==> src/rtl/rrf_pkg.sv <==
// Package: shared constants of the receive ring fetcher.
// Assumes a 16-bit memory word and four words per descriptor.
package rrf_pkg;
    localparam int WORD_W     = 16;
    localparam int DESC_WORDS = 4;
    localparam int IDX_W      = $clog2(DESC_WORDS);
    localparam int LVL_W      = 2 * WORD_W;
    localparam int BUF_W      = 2 * WORD_W;
endpackage

==> src/rtl/rrf_req_ctrl.sv <==
// Request control: merges the three fetch sources, holds the
// low-space threshold and remembers requests that arrive mid-fetch.
// Assumes commit is a one-cycle pulse that only occurs while busy.
module rrf_req_ctrl
    import rrf_pkg::*;
#(
    parameter int THR_W = 16,
    parameter logic [THR_W-1:0] THR_RST = 16'h02F8
) (
    input  logic             clk,
    input  logic             rst_n,
    input  logic             cmd_fetch,
    input  logic             exh_clr,
    input  logic             exh_flag,
    input  logic             lvl_vld,
    input  logic [LVL_W-1:0] lvl_words,
    input  logic             thr_wr_en,
    input  logic [THR_W-1:0] thr_wr_data,
    input  logic             busy,
    input  logic             commit,
    output logic             launch
);
    logic [THR_W-1:0] thr_q;
    logic             pend_q;
    logic             low_space;
    logic             req_now;

    // Low space: the reported count is strictly below the threshold.
    assign low_space = lvl_vld && (lvl_words < LVL_W'(thr_q));
    // Any source asking this cycle; clearing only counts when the flag is set.
    assign req_now   = cmd_fetch || (exh_clr && exh_flag) || low_space;
    // Start now when idle, or chain directly after a completing fetch.
    assign launch    = (!busy && req_now) || (commit && (pend_q || req_now));

    // Threshold register with its reset value.
    always_ff @(posedge clk) begin
        if (!rst_n)         thr_q <= THR_RST;
        else if (thr_wr_en) thr_q <= thr_wr_data;
    end

    // Pending flag: set by a request during a fetch, consumed at completion.
    always_ff @(posedge clk) begin
        if (!rst_n)               pend_q <= 1'b0;
        else if (commit)          pend_q <= 1'b0;
        else if (busy && req_now) pend_q <= 1'b1;
    end
endmodule

==> src/rtl/rrf_seq.sv <==
// Fetch sequencer: walks the four descriptor words over the memory
// port, keeps the first three in shadow registers and loads the
// current-buffer registers in one step when the last word arrives.
// Assumes the memory port returns data in the cycle of mem_ack.
module rrf_seq
    import rrf_pkg::*;
#(
    parameter int UPPER_W = 16,
    parameter int PTR_W   = 16,
    localparam int ADDR_W = UPPER_W + PTR_W
) (
    input  logic               clk,
    input  logic               rst_n,
    input  logic               launch,
    input  logic               wide,
    input  logic [UPPER_W-1:0] upper,
    input  logic [PTR_W-1:0]   rp,
    input  logic               mem_ack,
    input  logic [WORD_W-1:0]  mem_rdata,
    output logic               busy,
    output logic               mem_req,
    output logic [ADDR_W-1:0]  mem_addr,
    output logic               commit,
    output logic [BUF_W-1:0]   buf_addr,
    output logic [BUF_W-1:0]   buf_words
);
    localparam logic [IDX_W-1:0] LAST_IDX = IDX_W'(DESC_WORDS - 1);

    logic [IDX_W-1:0]                     idx_q;
    logic [DESC_WORDS-2:0][WORD_W-1:0]    shadow;
    logic [PTR_W-1:0]                     offs;
    logic                                 take;

    assign take    = busy && mem_ack;
    assign commit  = take && (idx_q == LAST_IDX);
    assign mem_req = busy;

    // Byte offset of the current word: 2 bytes per word, 4 in wide mode.
    always_comb begin
        offs     = PTR_W'(idx_q) << (wide ? 2 : 1);
        mem_addr = {upper, rp + offs};
    end

    // Busy flag and word index of the running fetch.
    always_ff @(posedge clk) begin
        if (!rst_n) begin
            busy  <= 1'b0;
            idx_q <= '0;
        end else if (launch) begin
            busy  <= 1'b1;
            idx_q <= '0;
        end else if (commit) begin
            busy  <= 1'b0;
        end else if (take) begin
            idx_q <= idx_q + 1'b1;
        end
    end

    // One shadow register per word that precedes the last one.
    for (genvar g = 0; g < DESC_WORDS - 1; g++) begin : g_shadow
        logic [WORD_W-1:0] word_q;
        // Capture word g when it is acknowledged.
        always_ff @(posedge clk) begin
            if (!rst_n)                              word_q <= '0;
            else if (take && idx_q == IDX_W'(g))     word_q <= mem_rdata;
        end
        assign shadow[g] = word_q;
    end

    // Current-buffer registers, loaded together on the final word.
    always_ff @(posedge clk) begin
        if (!rst_n) begin
            buf_addr  <= '0;
            buf_words <= '0;
        end else if (commit) begin
            buf_addr  <= {shadow[1], shadow[0]};
            buf_words <= {mem_rdata, shadow[2]};
        end
    end
endmodule

==> src/rtl/rrf_ptr.sv <==
// Pointer unit: owns the read pointer and the exhaustion flag.
// Advances and wraps on fetch completion; software loads are only
// taken while idle. Assumes ring_end is reached by whole descriptor steps.
module rrf_ptr
    import rrf_pkg::*;
#(
    parameter int PTR_W = 16
) (
    input  logic             clk,
    input  logic             rst_n,
    input  logic             commit,
    input  logic             busy,
    input  logic             wide,
    input  logic [PTR_W-1:0] ring_start,
    input  logic [PTR_W-1:0] ring_end,
    input  logic [PTR_W-1:0] ring_wr,
    input  logic             rp_wr_en,
    input  logic [PTR_W-1:0] rp_wr_data,
    input  logic             exh_clr,
    output logic [PTR_W-1:0] rp,
    output logic             exh
);
    localparam logic [PTR_W-1:0] DESC_BYTES = PTR_W'(DESC_WORDS * 2);

    logic [PTR_W-1:0] step;
    logic [PTR_W-1:0] advanced;
    logic [PTR_W-1:0] rp_next;

    // Next pointer: one descriptor on, back to the start at the end mark.
    always_comb begin
        step     = wide ? (DESC_BYTES << 1) : DESC_BYTES;
        advanced = rp + step;
        rp_next  = (advanced == ring_end) ? ring_start : advanced;
    end

    // Read pointer register.
    always_ff @(posedge clk) begin
        if (!rst_n)                   rp <= '0;
        else if (commit)              rp <= rp_next;
        else if (rp_wr_en && !busy)   rp <= rp_wr_data;
    end

    // Exhaustion flag: a catch-up with the write pointer wins over a clear.
    always_ff @(posedge clk) begin
        if (!rst_n)                          exh <= 1'b0;
        else if (commit && rp_next == ring_wr) exh <= 1'b1;
        else if (exh_clr)                    exh <= 1'b0;
    end
endmodule

==> src/rtl/rx_ring_fetcher.sv <==
// Receive ring fetcher top: connects request control, the fetch
// sequencer and the pointer unit. Assumes the configuration inputs
// (wide_mode, upper_addr, ring pointers) are steady during a fetch.
module rx_ring_fetcher
    import rrf_pkg::*;
#(
    parameter int UPPER_W = 16,
    parameter int PTR_W   = 16,
    parameter int THR_W   = 16,
    parameter logic [THR_W-1:0] THR_RST = 16'h02F8,
    localparam int ADDR_W = UPPER_W + PTR_W
) (
    input  logic               clk,
    input  logic               rst_n,
    input  logic               wide_mode,
    input  logic [UPPER_W-1:0] upper_addr,
    input  logic [PTR_W-1:0]   ring_start,
    input  logic [PTR_W-1:0]   ring_end,
    input  logic [PTR_W-1:0]   ring_wr,
    input  logic               rp_wr_en,
    input  logic [PTR_W-1:0]   rp_wr_data,
    input  logic               cmd_fetch,
    input  logic               exh_clr,
    input  logic               rx_enable,
    input  logic               lvl_vld,
    input  logic [LVL_W-1:0]   lvl_words,
    input  logic               thr_wr_en,
    input  logic [THR_W-1:0]   thr_wr_data,
    output logic               mem_req,
    output logic [ADDR_W-1:0]  mem_addr,
    input  logic               mem_ack,
    input  logic [WORD_W-1:0]  mem_rdata,
    output logic               fetch_busy,
    output logic [PTR_W-1:0]   rd_ptr,
    output logic [BUF_W-1:0]   buf_addr,
    output logic [BUF_W-1:0]   buf_words,
    output logic               exhausted,
    output logic               rx_accept
);
    logic launch;
    logic commit;

    // Reception is allowed only when enabled and not exhausted.
    assign rx_accept = rx_enable && !exhausted;

    rrf_req_ctrl #(.THR_W(THR_W), .THR_RST(THR_RST)) u_req (
        .clk         (clk),
        .rst_n       (rst_n),
        .cmd_fetch   (cmd_fetch),
        .exh_clr     (exh_clr),
        .exh_flag    (exhausted),
        .lvl_vld     (lvl_vld),
        .lvl_words   (lvl_words),
        .thr_wr_en   (thr_wr_en),
        .thr_wr_data (thr_wr_data),
        .busy        (fetch_busy),
        .commit      (commit),
        .launch      (launch)
    );

    rrf_seq #(.UPPER_W(UPPER_W), .PTR_W(PTR_W)) u_seq (
        .clk       (clk),
        .rst_n     (rst_n),
        .launch    (launch),
        .wide      (wide_mode),
        .upper     (upper_addr),
        .rp        (rd_ptr),
        .mem_ack   (mem_ack),
        .mem_rdata (mem_rdata),
        .busy      (fetch_busy),
        .mem_req   (mem_req),
        .mem_addr  (mem_addr),
        .commit    (commit),
        .buf_addr  (buf_addr),
        .buf_words (buf_words)
    );

    rrf_ptr #(.PTR_W(PTR_W)) u_ptr (
        .clk        (clk),
        .rst_n      (rst_n),
        .commit     (commit),
        .busy       (fetch_busy),
        .wide       (wide_mode),
        .ring_start (ring_start),
        .ring_end   (ring_end),
        .ring_wr    (ring_wr),
        .rp_wr_en   (rp_wr_en),
        .rp_wr_data (rp_wr_data),
        .exh_clr    (exh_clr),
        .rp         (rd_ptr),
        .exh        (exhausted)
    );
endmodule

==> config.mk <==
export PLATFORM = sky130hd
export DESIGN_NAME = rx_ring_fetcher
export DESIGN_NICKNAME = d
export VERILOG_FILES = /design/src/rtl/rrf_pkg.sv /design/src/rtl/rrf_req_ctrl.sv /design/src/rtl/rrf_seq.sv /design/src/rtl/rrf_ptr.sv /design/src/rtl/rx_ring_fetcher.sv
export SDC_FILE = /design/constraint.sdc
export NUM_CORES = 1
export LEC_CHECK = 0
export BUFFER_PORTS_ARGS = -buffer_cell sky130_fd_sc_hd__buf_4
export CAP_MARGIN = 20
export CORE_ASPECT_RATIO = 1.4
export CORE_MARGIN = 1
export CORE_UTILIZATION = 35
export CTS_CLUSTER_DIAMETER = 100
export DETAILED_ROUTE_END_ITERATION = 16
export MAX_ROUTING_LAYER = met4
export SLEW_MARGIN = 20
export SYNTH_ARGS = -nofsm -noshare
export SYNTH_HDL_FRONTEND = slang
export SYNTH_HIERARCHICAL = 1
export SYNTH_SLANG_ARGS = --single-unit
==> constraint.sdc <==
create_clock -name clk -period 6.25 [get_ports clk]
set_input_delay 1.25 -clock clk [delete_from_list [all_inputs] [get_ports clk]]
set_output_delay 1.25 -clock clk [all_outputs]
set_load 0.01 [all_outputs]
# Yosys cells after proc, flatten, opt, wreduce, memory -nomap -nowiden
# Index checks and enable logic that the tools add are counted.
[totals]
inputBits = 154
reg_bits = 149
elab_cells = 58
out_inout_bits = 116
[classes]
reduce_logical = 26
shift = 1
bitwise_logic = 2
n_lt_le_gt_ge = 1
n_eq_ne = 5
n_addsub = 3
mux = 9
[ops]
columns = ["op", "count"]
rows = [
  ["two-way mux 16 bit", 3],
  ["adder 16 bit", 2],
  ["== test 16 bit", 2],
  ["less-than comparator 32 x 16 -> 1 bit", 1],
  ["<< shifter 2 x 32 -> 16 bit", 1],
  ["logical AND 1 bit", 13],
  ["nonzero test 2 bit", 3],
  ["two-way mux 5 bit", 1],
  ["== test 2 bit (second input constant)", 2],
  ["logical OR 1 bit", 4],
  ["two-way mux 1 bit", 4],
  ["OR reduction 2 bit", 2],
  ["adder 2 x 1 -> 2 bit (second input constant)", 1],
  ["== test 2 x 1 -> 1 bit (second input constant)", 1],
  ["zero test 1 bit", 2],
  ["zero test 2 bit", 1],
  ["two-way mux 2 bit", 1],
  ["NOT 1 bit", 2],
  ["AND reduction 2 bit", 1],
]

# Depth between registers and ports, before layout
# Gate-level depths: netlist (run 1).
[depth]
depth_word = 7
mapped_depth = 17
mapped_depth_nobuf = 14

# By module
# Netlist (run 1), hierarchy kept.
[modules_own_cells]
columns = ["module", "cells_per_inst", "area_per_inst_um2", "n_inst", "seq_area_each_um2"]
rows = [
  ["rrf_seq", 585, 4901.0, 1, 2302.2],
  ["rrf_ptr", 252, 1918.1, 1, 340.3],
  ["rrf_req_ctrl", 121, 1033.5, 1, 340.3],
  ["rx_ring_fetcher", 1, 13.8, 1, 0.0],
]

# Worst setup path before layout (run 1)
# No wires, ideal clock.
[synth_timing]
path_kind = "input port to flip-flop"
from = "input wide_mode"
to = "register u_ptr.exh"
slack_ns = 1.298
setup_time_ns = 0.069
path_buffers = 2
required_time_ns = 6.181
cell_stages = 16
arrival_time_ns = 4.883
path_cell_list = "inv_1 -> ha_1 -> inv_1 -> fa_1 -> nand2b_1 -> or3_4 -> o32a_1 -> or4_1 -> or4_1 -> buf_2 -> buf_6 -> mux2i_2 -> xnor2_1 -> nor4_2 -> nand4_1 -> o21ai_1"
[synth_via]
elab_chain_cells = 7
elab_cells_between_ends = 8
classes_between = "1 x add/sub; 2 x eq/ne; 3 x mux; 2 x reduce/logical"
[synth_lines]
columns = ["element", "line", "source"]
rows = [
  ["start: declaration", "rx_ring_fetcher.sv:15", "input logic wide_mode,"],
  ["two-way mux 5 bit *", "rrf_ptr.sv:31", "step = wide ? (DESC_BYTES << 1) : DESC_BYTES;"],
  ["adder 16 bit *", "rrf_ptr.sv:32", "advanced = rp + step;"],
  ["== test 16 bit", "rrf_ptr.sv:33", "rp_next = (advanced == ring_end) ? ring_start : advanced;"],
  ["two-way mux 16 bit *", "rrf_ptr.sv:33", ""],
  ["== test 16 bit *", "rrf_ptr.sv:46", "else if (commit && rp_next == ring_wr) exh <= 1'b1;"],
  ["logical AND 1 bit *", "rrf_ptr.sv:46", ""],
  ["two-way mux 1 bit / nonzero test 2 bit (equally long branches)", "--", ""],
  ["end signal: assignment", "rrf_ptr.sv:45", "if (!rst_n) exh <= 1'b0;"],
  ["end signal: assignment", "rrf_ptr.sv:46", ""],
  ["end signal: assignment", "rrf_ptr.sv:47", "else if (exh_clr) exh <= 1'b0;"],
  ["end: declaration", "rrf_ptr.sv:21", "output logic exh"],
]
# Mark *: on every way between the ends. The rest lies on a longest branch, timed or not.
# A chain may end at the register's enable or synchronous reset.

# Final worst setup path (run 1)
# Ends and elaborated chain as after synthesis.

==> results of run 1 <==
==> cell usage after synthesis, types with 3 or more instances <==
cell	number
sky130_fd_sc_hd__nor4_1	5
sky130_fd_sc_hd__a221oi_1	3
sky130_fd_sc_hd__mux2i_1	23
sky130_fd_sc_hd__ha_1	26
sky130_fd_sc_hd__xor2_1	18
sky130_fd_sc_hd__nand4_1	12
sky130_fd_sc_hd__a31oi_1	3
sky130_fd_sc_hd__nand3_1	13
sky130_fd_sc_hd__buf_2	15
sky130_fd_sc_hd__clkbuf_1	25
sky130_fd_sc_hd__nand2_1	265
sky130_fd_sc_hd__a21boi_1	80
sky130_fd_sc_hd__a21boi_0	33
sky130_fd_sc_hd__and4_1	3
sky130_fd_sc_hd__and3_1	6
sky130_fd_sc_hd__nor2b_1	13
sky130_fd_sc_hd__nor3_1	7
sky130_fd_sc_hd__nor2_1	37
sky130_fd_sc_hd__a21o_1	3
sky130_fd_sc_hd__nand2b_1	5
sky130_fd_sc_hd__a211oi_1	26
sky130_fd_sc_hd__o32ai_1	5
sky130_fd_sc_hd__o211ai_1	9
sky130_fd_sc_hd__xnor2_1	33
sky130_fd_sc_hd__o21ai_0	16
sky130_fd_sc_hd__buf_4	23
sky130_fd_sc_hd__dfxtp_1	149
sky130_fd_sc_hd__inv_1	35
sky130_fd_sc_hd__buf_6	9
sky130_fd_sc_hd__a21oi_1	14
==> cell type report <==
type                            count  area, um^2  share of cell area [%]
Clock buffer                       19         453                    4.43
Clock inverter                     13         159                    1.55
Inverter                           37         139                    1.36
Multi-Input combinational cell    701        4300                    42.0
Sequential cell                   149        2980                    29.2
Tap cell                          297         372                    3.63
Timing Repair Buffer              243        1820                    17.8
==> logic make-up after synthesis <==
family | share of synthesized area [%]
AOI/OAI and AO/OA | 19.7
xor gates and xnor gates | 5.96
adders and majority gates | 4.64
buffers and inverters | 7.44
DFF | 37.9
muxes | 3.10
other | 0.0477
and+or+nand+nor | 21.2
==> final timing paths <==
path / endpoint / slack (ps) / cells after the start
max: u_ptr/exh / 1230 / 16
min: u_seq/buf_words[11] / 450 / 2
max reg2reg: u_ptr/exh / 1830 / 14
min reg2reg: u_seq/buf_words[11] / 450 / 2
==> metal layers <==
| layer | up-vias | share of wire [%] | GRT usage (%) |
|---|---|---|---|
| met5 | - | 0 | - |
| met4 | 0 | 3.4 | 10.1 |
| met3 | 49 | 4.9 | 3.92 |
| met2 | 245 | 51 | 38.1 |
| met1 | 3350 | 41 | 25.4 |
| li1 | 3606 | - | - |
==> power by group <==
group / switching, uW / internal (uW)
clock: 437 / 623
combinational: 145 / 154
sequential: 29.9 / 969
==> sequential cells by signal (all words and copies together) (netlist names) <==
register               count
u_seq/g_shadow.word_q     48
u_seq/buf_addr            32
u_seq/buf_words           32
u_ptr/rp                  16
u_req/thr_q               16
u_seq/idx_q                2
u_ptr/exh                  1
u_req/pend_q               1
u_seq/busy                 1
==> metrics by stage <==
step           hold WS [ps]  instance area, um^2
2_1_floorplan           431                 7870
3_3_place_gp            438                 9620
3_5_place_dp            442                 9620
4_1_cts                 447                10200
5_1_grt                 458                10200
6_report                449                10200
==> critical path: cells and delay by family <==
family | cells | cell delay [ps]
XOR/XNOR | 1 | 120
multiplexers | 1 | 300
adder cells (fa/ha/maj) | 2 | 650
buffers and inverters | 4 | 550
AO/OA/AOI/OAI | 3 | 630
AND/OR/NAND/NOR | 5 | 1870
==> results.md, run 1 <==
- The flow ran to the end, and the final reports show no timing, DRC or antenna violations.
- The final cycle utilization of the critical path is 80.4%.
- The critical path goes through buf_4 > inv_1 > ha_1 > inv_1 > fa_1 > nand2b_1 > or3_4 > o32a_1 > or4_1 > or4_1 > buf_4 > mux2i_1 > xnor2_1 > a31oi_1 > nand4_1 > o21ai_1.
- The area growth from synthesis to final layout is 30.1%.
- For this block, the routed nets add up to 24.8 mm of wire.
- The timing startpoint of the critical path is wide_mode.
- The total global-route track usage is 22.3%.
- The number of diodes added for antenna fixing is 0.
- The area share of the largest cell type after synthesis is 37.9%.
- The first TritonRoute pass finished after 5 iterations.
- Yosys mapped a number of flops with a built-in enable equal to 0.
- The buffer levels on the longest clock path is 2.
- The worst hold path begins at u_seq/g_shadow[2].word_q[11].
- The number of antenna violations at the first check in global routing came to 0.
- The cell with the biggest individual delay on the critical path is sky130_fd_sc_hd__or4_1.
- The per-cell via count in the routed design is 4.97.
- The detailed placement HPWL is 18.4 mm.
- The utilization after layout is 46.6%.
- On the worst path, the slowest cell contributes a delay of 510 ps.
- At the worst endpoint, the required time is 6600 ps.
- The remaining antenna violation count is 0.
- The worst-case setup margin in the final layout is 1230 ps.
- The final route contains 7250 vias.
- Summed over all layers, the global routing overflow is 0.
- For this configuration, the core starts out at a cell density of 35.9%.
- The maximum number of pins on one net before global-route repair is 110.
- The layout has 2291 filler cells.
- Setup violations remaining at the end of the flow were counted as 0.
- The worst clock skew is 11.6 ps.
- The first global-routing pass estimated 37.8 mm of wire.
- The clock period could shrink to 5020 ps.
- The total power is 2360 uW.
- TritonCTS built the clock tree.
- At the placement stage, the worst setup path has a slack of 818 ps.
- The max-capacitance violation count is 0.
- Routability-driven placement finished with a final weighted congestion of 1.02.
- For the worst setup path, the data arrival time is 5380 ps.
- Dividing the detail-routed wire length by the instance count gives 17.0 um.
- Counting flops with an async set or reset pin after synthesis yields a share of 0%.
- Setup repair after global routing left no endpoint under its margin.
- The peak supply drop is 0.000187 V.
- The most frequently used flop master after synthesis is sky130_fd_sc_hd__dfxtp_1.
- The transition time of the tightest slew-check pin is 987 ps.
- After the flow finishes, the layout carries non-filler instances totaling 1459.
- The largest total area in the synthesized netlist belongs to sky130_fd_sc_hd__dfxtp_1.
- The setup TNS after final layout is 0 ps.
- The library cell used most frequently in the layout, excluding fill and tap cells, is sky130_fd_sc_hd__nand2_1.
- The number of buffers inserted to repair setup after CTS is 0.
- In the post-synthesis netlist, the biggest area contributors are sky130_fd_sc_hd__dfxtp_1 38%, sky130_fd_sc_hd__nand2_1 13%, sky130_fd_sc_hd__a21boi_1 7.6%.
- The number of storage elements in the synthesis netlist is 149.
- The root buffer cell chosen for the clock tree is sky130_fd_sc_hd__clkbuf_16.
- The tightest slew margin relative to the limit is 34.1%.
- After clock tree synthesis, the repair step resized 0 gates.
- Summing the sequential cell areas from Yosys gives 37.9% of the chip area.
- The vertical die dimension is 179 um.
- The number of clock buffers added by TritonCTS is 17.
- For this design the static power due to leakage is 0.00426 uW.
- The worst setup path is launched from an input pin.
- The number of library cell types mapped by synthesis is 68.
- The final count of pins violating max slew is 0.
- The maximum level of the CTS H-tree is 4.
- For this design the top-level I/O count stands at 270.
- In this run the mean area of a mapped cell was 8.20 um^2.
- The number of hold violations in the final report is 0.
- The floorplan step defined a die boundary enclosing 23100 um^2.
- The path category of the worst min-delay check is reg -> reg.
- The power per unit of standard cell area is 230 nW/um^2.
- The Yosys step of the flow raised 6 warnings.
- The insertion delay to the later sink of the worst-skew pair is 420 ps.
- The number of standard cells after synthesis is 959.
- The mapped netlist covers 7870 um^2.
- Of all nets on the critical path, the largest fanout is 31.
- STA classifies the critical path endpoint as a flip-flop.
- The via count of the first global-routing pass is 6809.
- At the end of the flow, the number of nets in the layout was 1331.
- The launch point of the worst reg-to-reg path is u_ptr/rp[3].
- For this design, the sink count on the clock tree is 149.
- The die width is 129 um.
- Port buffering added 237 buffers.
- The top cell types in the final layout, fill and taps aside, are 265 x sky130_fd_sc_hd__nand2_1, 243 x sky130_fd_sc_hd__buf_4, 149 x sky130_fd_sc_hd__dfxtp_1.
- The area of the core region is 21900 um^2.
- In this run, placement finished with an instance count of 1427.
- The post-CTS clock slew at the launch and capture registers of the worst setup and hold paths is 70 ps.
- Based on the critical path, the design can be clocked at up to 199 MHz.
- Hold repair after CTS inserted 0 buffers.
- The critical path in this run is classified as in -> reg.
- The share of final-layout standard cells stronger than drive strength 1 is 24.6%.
- In the routed design, unresolved DRC markers number 0.
- The number of rows in the core area is 64.
- The initial detailed-routing violation count is 433.
Note: power is estimated with default switching activity, not from simulation.
==> run 2: changes to the inputs <==
Clock period 6.25 ns to 4.6 ns, I/O delays scaled along.
==> run 2 against run 1 <==
Non-clock buffer count grew 27. Critical path depth stayed put. Utilization grew 1.2 points. Clock skew about the same. Global-route usage is 0.061 points lower. Clock power grew 45%. Highest routed layer unchanged.
==> results.md, run 2 (same netlist as run 1, synthesis figures left out) <==
- The depth of the worst hold-timing path is 2 (unchanged).
- The maximum level of the CTS H-tree is 4 (unchanged).
- The die area is 23100 um^2 (unchanged).
- The share of final-layout standard cells stronger than drive strength 1 is 26.7% (+2.1 points).
- The overall overflow remaining after global route is 0 (unchanged).
- The die width is 129 um (unchanged).
- The flop-to-flop setup slack came to 390 ps (-1440 ps).
- The count of buffering cells on the critical path with inverters included is 4 (unchanged).
- The worst endpoint data arrival time came to 4830 ps (-550 ps).
- The total global-route track usage is 22.3% (-0.061 points).
- The starting density of the core was 35.9% (unchanged).
- The worst setup path is captured at a flip-flop.
- The total number of nets in the final design is 1358 (+2.0%).
- The area growth from synthesis to final layout is 33.5%.
- The launch point of the worst reg-to-reg path is u_ptr/rp[3].
- The clock tree from TritonCTS is yes.
- The final wirelength is 24.9 mm (+0.75%).
- The final routed wire length divided by cell count is 16.8 um (-1.1%).
- The number of antenna violations at the first check in global routing is 0 (unchanged).
- The max-capacitance violation count came to 0 (unchanged).
- The initial detailed-routing violation count came to 397 (-8.3%).
- The worst setup path is of the in -> reg kind.
- The insertion delay to the later sink of the worst-skew pair was 420 ps (about the same).
- Among all stages on the critical path, the largest delay is contributed by sky130_fd_sc_hd__or4_1.
- The startpoint kind of the worst setup timing path is an input pin.
- The remaining antenna violation count was 0 (unchanged).
- The tightest slew margin relative to the limit is 52.3% (+18 points).
- The number of sinks driven by the clock tree is 149 (unchanged).
- In this run the most critical hold path is launched from u_seq/g_shadow[1].word_q[5].
- The number of diodes added for antenna fixing is 0 (unchanged).
- The largest registers in the layout are u_seq/g_shadow.word_q: 48 flops, u_seq/buf_addr: 32 flops, u_seq/buf_words: 32 flops.
- The buffer levels on the longest clock path is 2 (unchanged).
- The area of the core region is 21900 um^2 (unchanged).
- The path category of the worst min-delay check is reg -> reg.
- The transition time of the tightest slew-check pin is 715 ps (-271 ps).
- The top cell family by delay on the critical path is simple AND/OR/NAND/NOR gates.
- Traced cell by cell, the critical path runs through buf_4 > inv_1 > ha_1 > inv_1 > fa_2 > nand2b_4 > or3_4 > o32a_1 > or4_1 > or4_1 > buf_4 > mux2i_2 > xnor2_1 > nor4_2 > nand4_1 > o21ai_1.
- The flip-flop count of the largest register after layout is 48 (unchanged).
- The via count of the first global-routing pass came to 6913 (+1.5%).
- The maximum number of pins on one net before global-route repair is 75 (-32%).
- Leaving out fill and tap cells, the most frequent cell in the layout is sky130_fd_sc_hd__buf_4.
- The power per unit of standard cell area was 316 nW/um^2 (+37%).
- The run finished with clean final reports.
- The final count of pins violating max slew is 0 (unchanged).
- The per-cell via count in the routed design came to 4.95 (-0.46%).
- The register with the highest flop count is u_seq/g_shadow.word_q.
- The final setup violation count is 0 (unchanged).
- The worst clock skew was 11.5 ps (-0.132 ps).
- The number of top-level pins came to 270 (unchanged).
- The clock buffer count from CTS came to 17 (unchanged).
- The required time of the critical path is 4950 ps (-1650 ps).
- The number of hold violations in the final report came to 0 (unchanged).
- The vertical die dimension is 179 um (unchanged).
- The post-CTS clock slew at the launch and capture registers of the worst setup and hold paths is 60 ps (about the same).
- The detailed placement HPWL came to 18.6 mm (+1.4%).
- The peak supply drop is 0.000240 V (+28%).
- The wire length of the first global-routing pass is 37.5 mm (-0.71%).
- The number of detailed-route iterations in the first pass is 9 (+4).
- The clock root buffer master is sky130_fd_sc_hd__clkbuf_16.
- The via total after detailed routing is 7350 (+1.4%).
- The worst hold slack is 449 ps (+0.712 ps).
- The final cycle utilization of the critical path is 97.4%.
- The final weighted congestion in routability-driven placement came to 0.966 (-5.3%).
- The number of DRC violations after detailed routing is 0 (unchanged).
- The non-filler instance count after layout came to 1486 (+1.9%).
- The quantity of I/O buffers inserted on ports came to 237 (unchanged).
- The top cell types in the final layout, fill and taps aside, are 269 x sky130_fd_sc_hd__buf_4, 265 x sky130_fd_sc_hd__nand2_1, 149 x sky130_fd_sc_hd__dfxtp_1.
- The number of cells after detailed placement is 1454 (+1.9%).
- Timing would allow up to 223 MHz.
- The clock period minus worst slack is 4480 ps.
- The terminating pin of the worst hold path is u_seq/buf_addr[21].
- In this run the critical register-to-register path is captured at u_ptr/exh.
- The number of rows in the core area is 64 (unchanged).
- The leakage power summed over all cells was 0.00440 uW (+3.3%).
- The top fanout value on the critical path is 5 (-84%).
- The worst reg2reg path depth came to 14 (unchanged).
- The delay contributed by the slowest stage of the critical path is 580 ps (+70 ps).
==> run 2: changes by cell type in the layout (fill, tap and decap cells not counted), sizes merged <==
cell / change
clkbuf: +1
bufinv: +2
clkinv: +1
inv: -4
buf: +27
==> run 2: report_power, final <==
| group | switching [uW] | internal [uW] |
|---|---|---|
| clock network | 577 | 961 |
| registers | 33.9 | 1320 |
| logic | 208 | 224 |
==> run 2: metal layers <==
layer | wire (um) | share of wire [%] | track usage [%] | up-vias
li1 | - | - | - | 3669
met1 | 10200 | 41 | 24.6 | 3393
met2 | 12800 | 51 | 39.2 | 239
met3 | 1050 | 4.2 | 3.24 | 49
met4 | 924 | 3.7 | 10.7 | 0
met5 | 0 | 0 | - | -
==> run 2: metrics by stage <==
stage | area (um^2) | util (%) | setup TNS [ps] | power, uW | worst slack, ps
after floorplan | 7880 | - | 0 | 1600 | 24.6
after global placement | 9830 | 44.8 | -359 | 1810 | -248
after detailed placement | 9830 | 44.8 | -706 | 1810 | -303
after CTS | 10500 | 47.8 | 0 | 3360 | 143
after global routing | 10500 | 47.9 | -7.84 | 3460 | -7.84
final | 10500 | 47.9 | 0 | 3320 | 121
==> run 2: cell type report <==
class	count	area (um^2)
clock buffer	20	467
timing repair buffer	270	2030
fill	2245	11400
sequential	149	2980
clock inverter	12	188
multi-input combinational	701	4320
inverter	37	139
tap	297	372
==> run 2: how the worst max path moves through the flow <==
stage / from / endpoint / slack [ps] / cells after the start
2_1_floorplan: wide_mode / u_ptr/exh / 20 / 16
3_3_place_gp: wide_mode / u_ptr/exh / -250 / 16
3_5_place_dp: wide_mode / u_ptr/exh / -300 / 16
4_1_cts: wide_mode / u_ptr/exh / 140 / 16
5_1_grt: wide_mode / u_ptr/exh / -8 / 16
6_report: wide_mode / u_ptr/exh / 120 / 16
==> run 2: worst min-delay path, cell delays in order, from the launching register on <==
cell,delay (ps)
sky130_fd_sc_hd__dfxtp_1,310
sky130_fd_sc_hd__nand2_1,50
sky130_fd_sc_hd__a21boi_1,50
==> run 2: timing repair <==
item,in CTS,in global routing
resized for setup,0,5
setup buffers,0,0
endpoints found under the setup margin,0,1
hold buffers,0,0
==> run 3: changes to the inputs <==
Settings changed: REMOVE_ABC_BUFFERS set to 1, SLEW_MARGIN 20 to unset.
==> run 3 against run 2 <==
Routed wire length decreased by 3.1%. Non-clock buffer count down 9. Worst setup slack improved by 39 ps. Power shrank 3.2%. Sequential power is essentially flat. Die area stayed put. Highest routed layer unchanged. Critical endpoint unchanged. Critical path depth unchanged. Final cell count down 0.61%. Largest power group unchanged. Global-route usage fell by 0.71 points.
==> results.md, run 3 (same netlist as run 1, synthesis figures left out) <==
- The insertion delay to the later sink of the worst-skew pair is 420 ps (about the same).
- Leaving out fill and tap cells, the most frequent cell in the layout is sky130_fd_sc_hd__nand2_1.
- The peak supply drop is 0.000229 V (-4.3%).
- The switching share of total power is 26.6% (+2.0 points).
- The leakage power summed over all cells is 0.00435 uW (-1.2%).
- STA classifies the critical path startpoint as an input pin.
- The power dissipated by switching net loads came to 856 uW (+4.5%).
- The number of cells after detailed placement is 1445 (-0.62%).
- The top fanout value on the critical path came to 19 (+14).
- The final non-filler cell area is 10400 um^2 (-1.3%).
- The final count of pins violating max slew is 0 (unchanged).
- The final weighted congestion in routability-driven placement is 0.893 (-7.6%).
- The placed instance area is 9760 um^2 (-0.75%).
- The worst-case setup margin in the final layout is 160 ps (+39.0 ps).
- The maximum level of the CTS H-tree is 4 (unchanged).
- The area of the core region is 21900 um^2 (unchanged).
- The clock period minus worst slack came to 4440 ps (-39.0 ps).
- The flop-to-flop setup slack was 380 ps (about the same).
- The starting density of the core is 35.9% (unchanged).
- The area growth from synthesis to layout is 31.8%.
- The startpoint identified for the worst register-to-register timing path is u_ptr/rp[3].
- The power per unit of standard cell area is 310 nW/um^2 (-2.0%).
- The total of cells resized after clock tree synthesis is 0 (unchanged).
- The internal portion of total power came to 2360 uW (-5.8%).
- The number of DRC violations after detailed routing is 0 (unchanged).
- The detailed placement HPWL is 17.7 mm (-5.1%).
- The vertical die dimension is 179 um (unchanged).
- The total power came to 3210 uW (-3.2%).
- The number of buffers inserted to repair setup after CTS is 0 (unchanged).
- The number of gates on the worst path with buffers counted is 16 (unchanged).
- Counting flops per register, the top entry is u_seq/g_shadow.word_q.
- The buffer levels on the longest clock path is 2 (unchanged).
- The quantity of I/O buffers inserted on ports was 237 (unchanged).
- On the critical path, the stage with the largest delay is an instance of sky130_fd_sc_hd__or4_1.
- The remaining antenna violation count is 0 (unchanged).
- The final cycle utilization of the critical path is 96.5% (-0.85 points).
- The proportion of power drawn by combinational gates is 12.9% (about the same).
- The capturing element of the worst setup path is u_ptr/exh.
- The run finished with clean final reports.
- The total number of nets in the final design is 1349 (-0.66%).
- The clock buffer count from CTS came to 17 (unchanged).
- The tightest slew margin relative to the limit is 42.6% (-9.8 points).
- The critical path starts at wide_mode.
- The number of rows in the core area is 64 (unchanged).
- The non-filler instance count after layout is 1477 (-0.61%).
- The number of hold violations in the final report is 0 (unchanged).
- The required time of the critical path is 4960 ps (about the same).
- The highest attainable clock frequency is 225 MHz (+0.88%).
- The initial detailed-routing violation count is 348 (-12%).
- The final setup violation count came to 0 (unchanged).
- The clock share of power came to 45.0% (-1.3 points).
- The share of final-layout standard cells stronger than drive strength 1 was 25.8% (-0.98 points).
- The maximum number of pins on one net before global-route repair is 70 (-6.7%).
- The number of diodes added for antenna fixing was 0 (unchanged).
- The path category of the worst min-delay check is reg -> reg.
- The final routed wire length divided by cell count is 16.4 um (-2.5%).
- The depth of the worst hold-timing path came to 2 (unchanged).
- The die width was 129 um (unchanged).
- The number of antenna violations at the first check in global routing is 0 (unchanged).
- The worst reg2reg path depth is 14 (unchanged).
- The top cell types in the final layout, fill and taps aside, are 265 x sky130_fd_sc_hd__nand2_1, 261 x sky130_fd_sc_hd__buf_4, 149 x sky130_fd_sc_hd__dfxtp_1.
- The flip-flop count of the largest register after layout came to 48 (unchanged).
- The transition time of the tightest slew-check pin is 862 ps (+146 ps).
- The via total after detailed routing came to 7359 (+0.12%).
- The via count of the first global-routing pass is 6874 (-0.56%).
- The clock tree from TritonCTS is yes.
- The overall overflow remaining after global route came to 0 (unchanged).
- The proportion of power drawn by flip-flops and latches is 42.0% (+1.3 points).
- The filler cell count in the final layout is 2277 (+1.4%).
- The endpoint identified for the worst register-to-register timing path is u_ptr/exh.
- The number of sinks driven by the clock tree came to 149 (unchanged).
- The wire length of the first global-routing pass was 36.7 mm (-2.1%).
- The total global-route track usage is 21.5% (-0.71 points).
- Setup repair after global routing left no endpoint under its margin.
- The final wirelength came to 24.2 mm (-3.1%).
- The number of detailed-route iterations in the first pass came to 4 (-5).
- The per-cell via count in the routed design is 4.98 (+0.73%).
- The clock root buffer master is sky130_fd_sc_hd__clkbuf_16.
- The worst slack at placement is -215 ps (+87.5 ps).
- The max-capacitance violation count came to 0 (unchanged).
- The worst endpoint data arrival time was 4800 ps (-30 ps).
- The delay contributed by the slowest stage of the critical path came to 540 ps (-40 ps).
- The largest registers in the layout are u_seq/g_shadow.word_q: 48 flops, u_seq/buf_addr: 32 flops, u_seq/buf_words: 32 flops.
- The classification of the worst setup path is in -> reg.
- The category of the worst setup path capture point is a flip-flop.
- The number of top-level pins is 270 (unchanged).
- Walking the worst path, the cells encountered are buf_4 > inv_1 > ha_1 > inv_1 > fa_1 > nand2b_1 > or3_4 > o32a_1 > or4_1 > or4_1 > buf_4 > mux2i_1 > xnor2_1 > nor4_2 > nand4_1 > o21ai_1.
- The post-CTS clock slew at the launch and capture registers of the worst setup and hold paths is 70 ps (about the same).
- The die area was 23100 um^2 (unchanged).
- The number of hold-repair buffers added at the cts stage is 0 (unchanged).
- The count of buffering cells on the critical path with inverters included is 4 (unchanged).
- In this design, the largest share of critical-path delay is due to simple AND/OR/NAND/NOR gates.
- The worst clock skew is 14.8 ps (+3.27 ps).
run 3: cell types whose count changed in the layout (fill, tap and decap cells not counted), sizes merged:
cell      change
clkinvlp      -2
clkinv        +3
clkbuf        -3
buf           -9
bufinv        -2
inv           +4
run 3: worst min path at each step:
stage,from,end,slack [ps]
final,u_seq/g_shadow[1].word_q[4],u_seq/buf_addr[20],450
after global routing,u_seq/g_shadow[0].word_q[4],u_seq/buf_addr[4],460
after CTS,u_seq/g_shadow[2].word_q[4],u_seq/buf_words[4],450
after detailed placement,u_seq/g_shadow[2].word_q[4],u_seq/buf_words[4],440
after global placement,u_seq/g_shadow[1].word_q[3],u_seq/buf_addr[19],440
after floorplan,u_seq/g_shadow[0].word_q[0],u_seq/buf_addr[0],430
run 3: final cells by class:
| class | count | area (um^2) | area share, % |
|---|---|---|---|
| Clock buffer | 17 | 425 | 4.10 |
| Clock inverter | 15 | 184 | 1.77 |
| Inverter | 37 | 140 | 1.35 |
| Multi-Input combinational cell | 701 | 4300 | 41.5 |
| Sequential cell | 149 | 2980 | 28.8 |
| Tap cell | 297 | 372 | 3.59 |
| Timing Repair Buffer | 261 | 1960 | 18.9 |
run 3: worst register-to-register path, stage by stage (launching register included):
cell,delay [ps]
sky130_fd_sc_hd__dfxtp_1,420
sky130_fd_sc_hd__ha_1,210
sky130_fd_sc_hd__inv_1,50
sky130_fd_sc_hd__fa_1,390
sky130_fd_sc_hd__nand2b_1,180
sky130_fd_sc_hd__or3_4,390
sky130_fd_sc_hd__o32a_1,280
sky130_fd_sc_hd__or4_1,540
sky130_fd_sc_hd__or4_1,540
sky130_fd_sc_hd__buf_4,240
sky130_fd_sc_hd__mux2i_1,250
sky130_fd_sc_hd__xnor2_1,120
sky130_fd_sc_hd__nor4_2,290
sky130_fd_sc_hd__nand4_1,130
sky130_fd_sc_hd__o21ai_1,130
run 3: metal layers:
| metal | global-route usage [%] | up-vias | wire, um |
|---|---|---|---|
| li1 | - | 3644 | - |
| met1 | 24.9 | 3454 | 10300 |
| met2 | 36.9 | 238 | 12200 |
| met3 | 5.02 | 23 | 1280 |
| met4 | 6.42 | 0 | 390 |
| met5 | - | - | 0 |
run 3: power by group through the flow:
stage / Clock [uW] / Sequential, uW / Combinational, uW
4_1_cts: 1490 / 1350 / 416
5_1_grt: 1540 / 1350 / 454
2_1_floorplan: 0 / 1380 / 184
3_5_place_dp: 0 / 1380 / 415
3_3_place_gp: 0 / 1380 / 413
6_report: 1450 / 1350 / 415
run 3: through the flow:
stage               hold slack (ps)  setup TNS [ps]  utilization (%)
floorplan                       431           -1010                -
global placement                435           -84.8             44.5
detailed placement              442            -215             44.5
CTS                             452               0             47.2
global route                    456               0             47.2
finish                          450               0             47.2
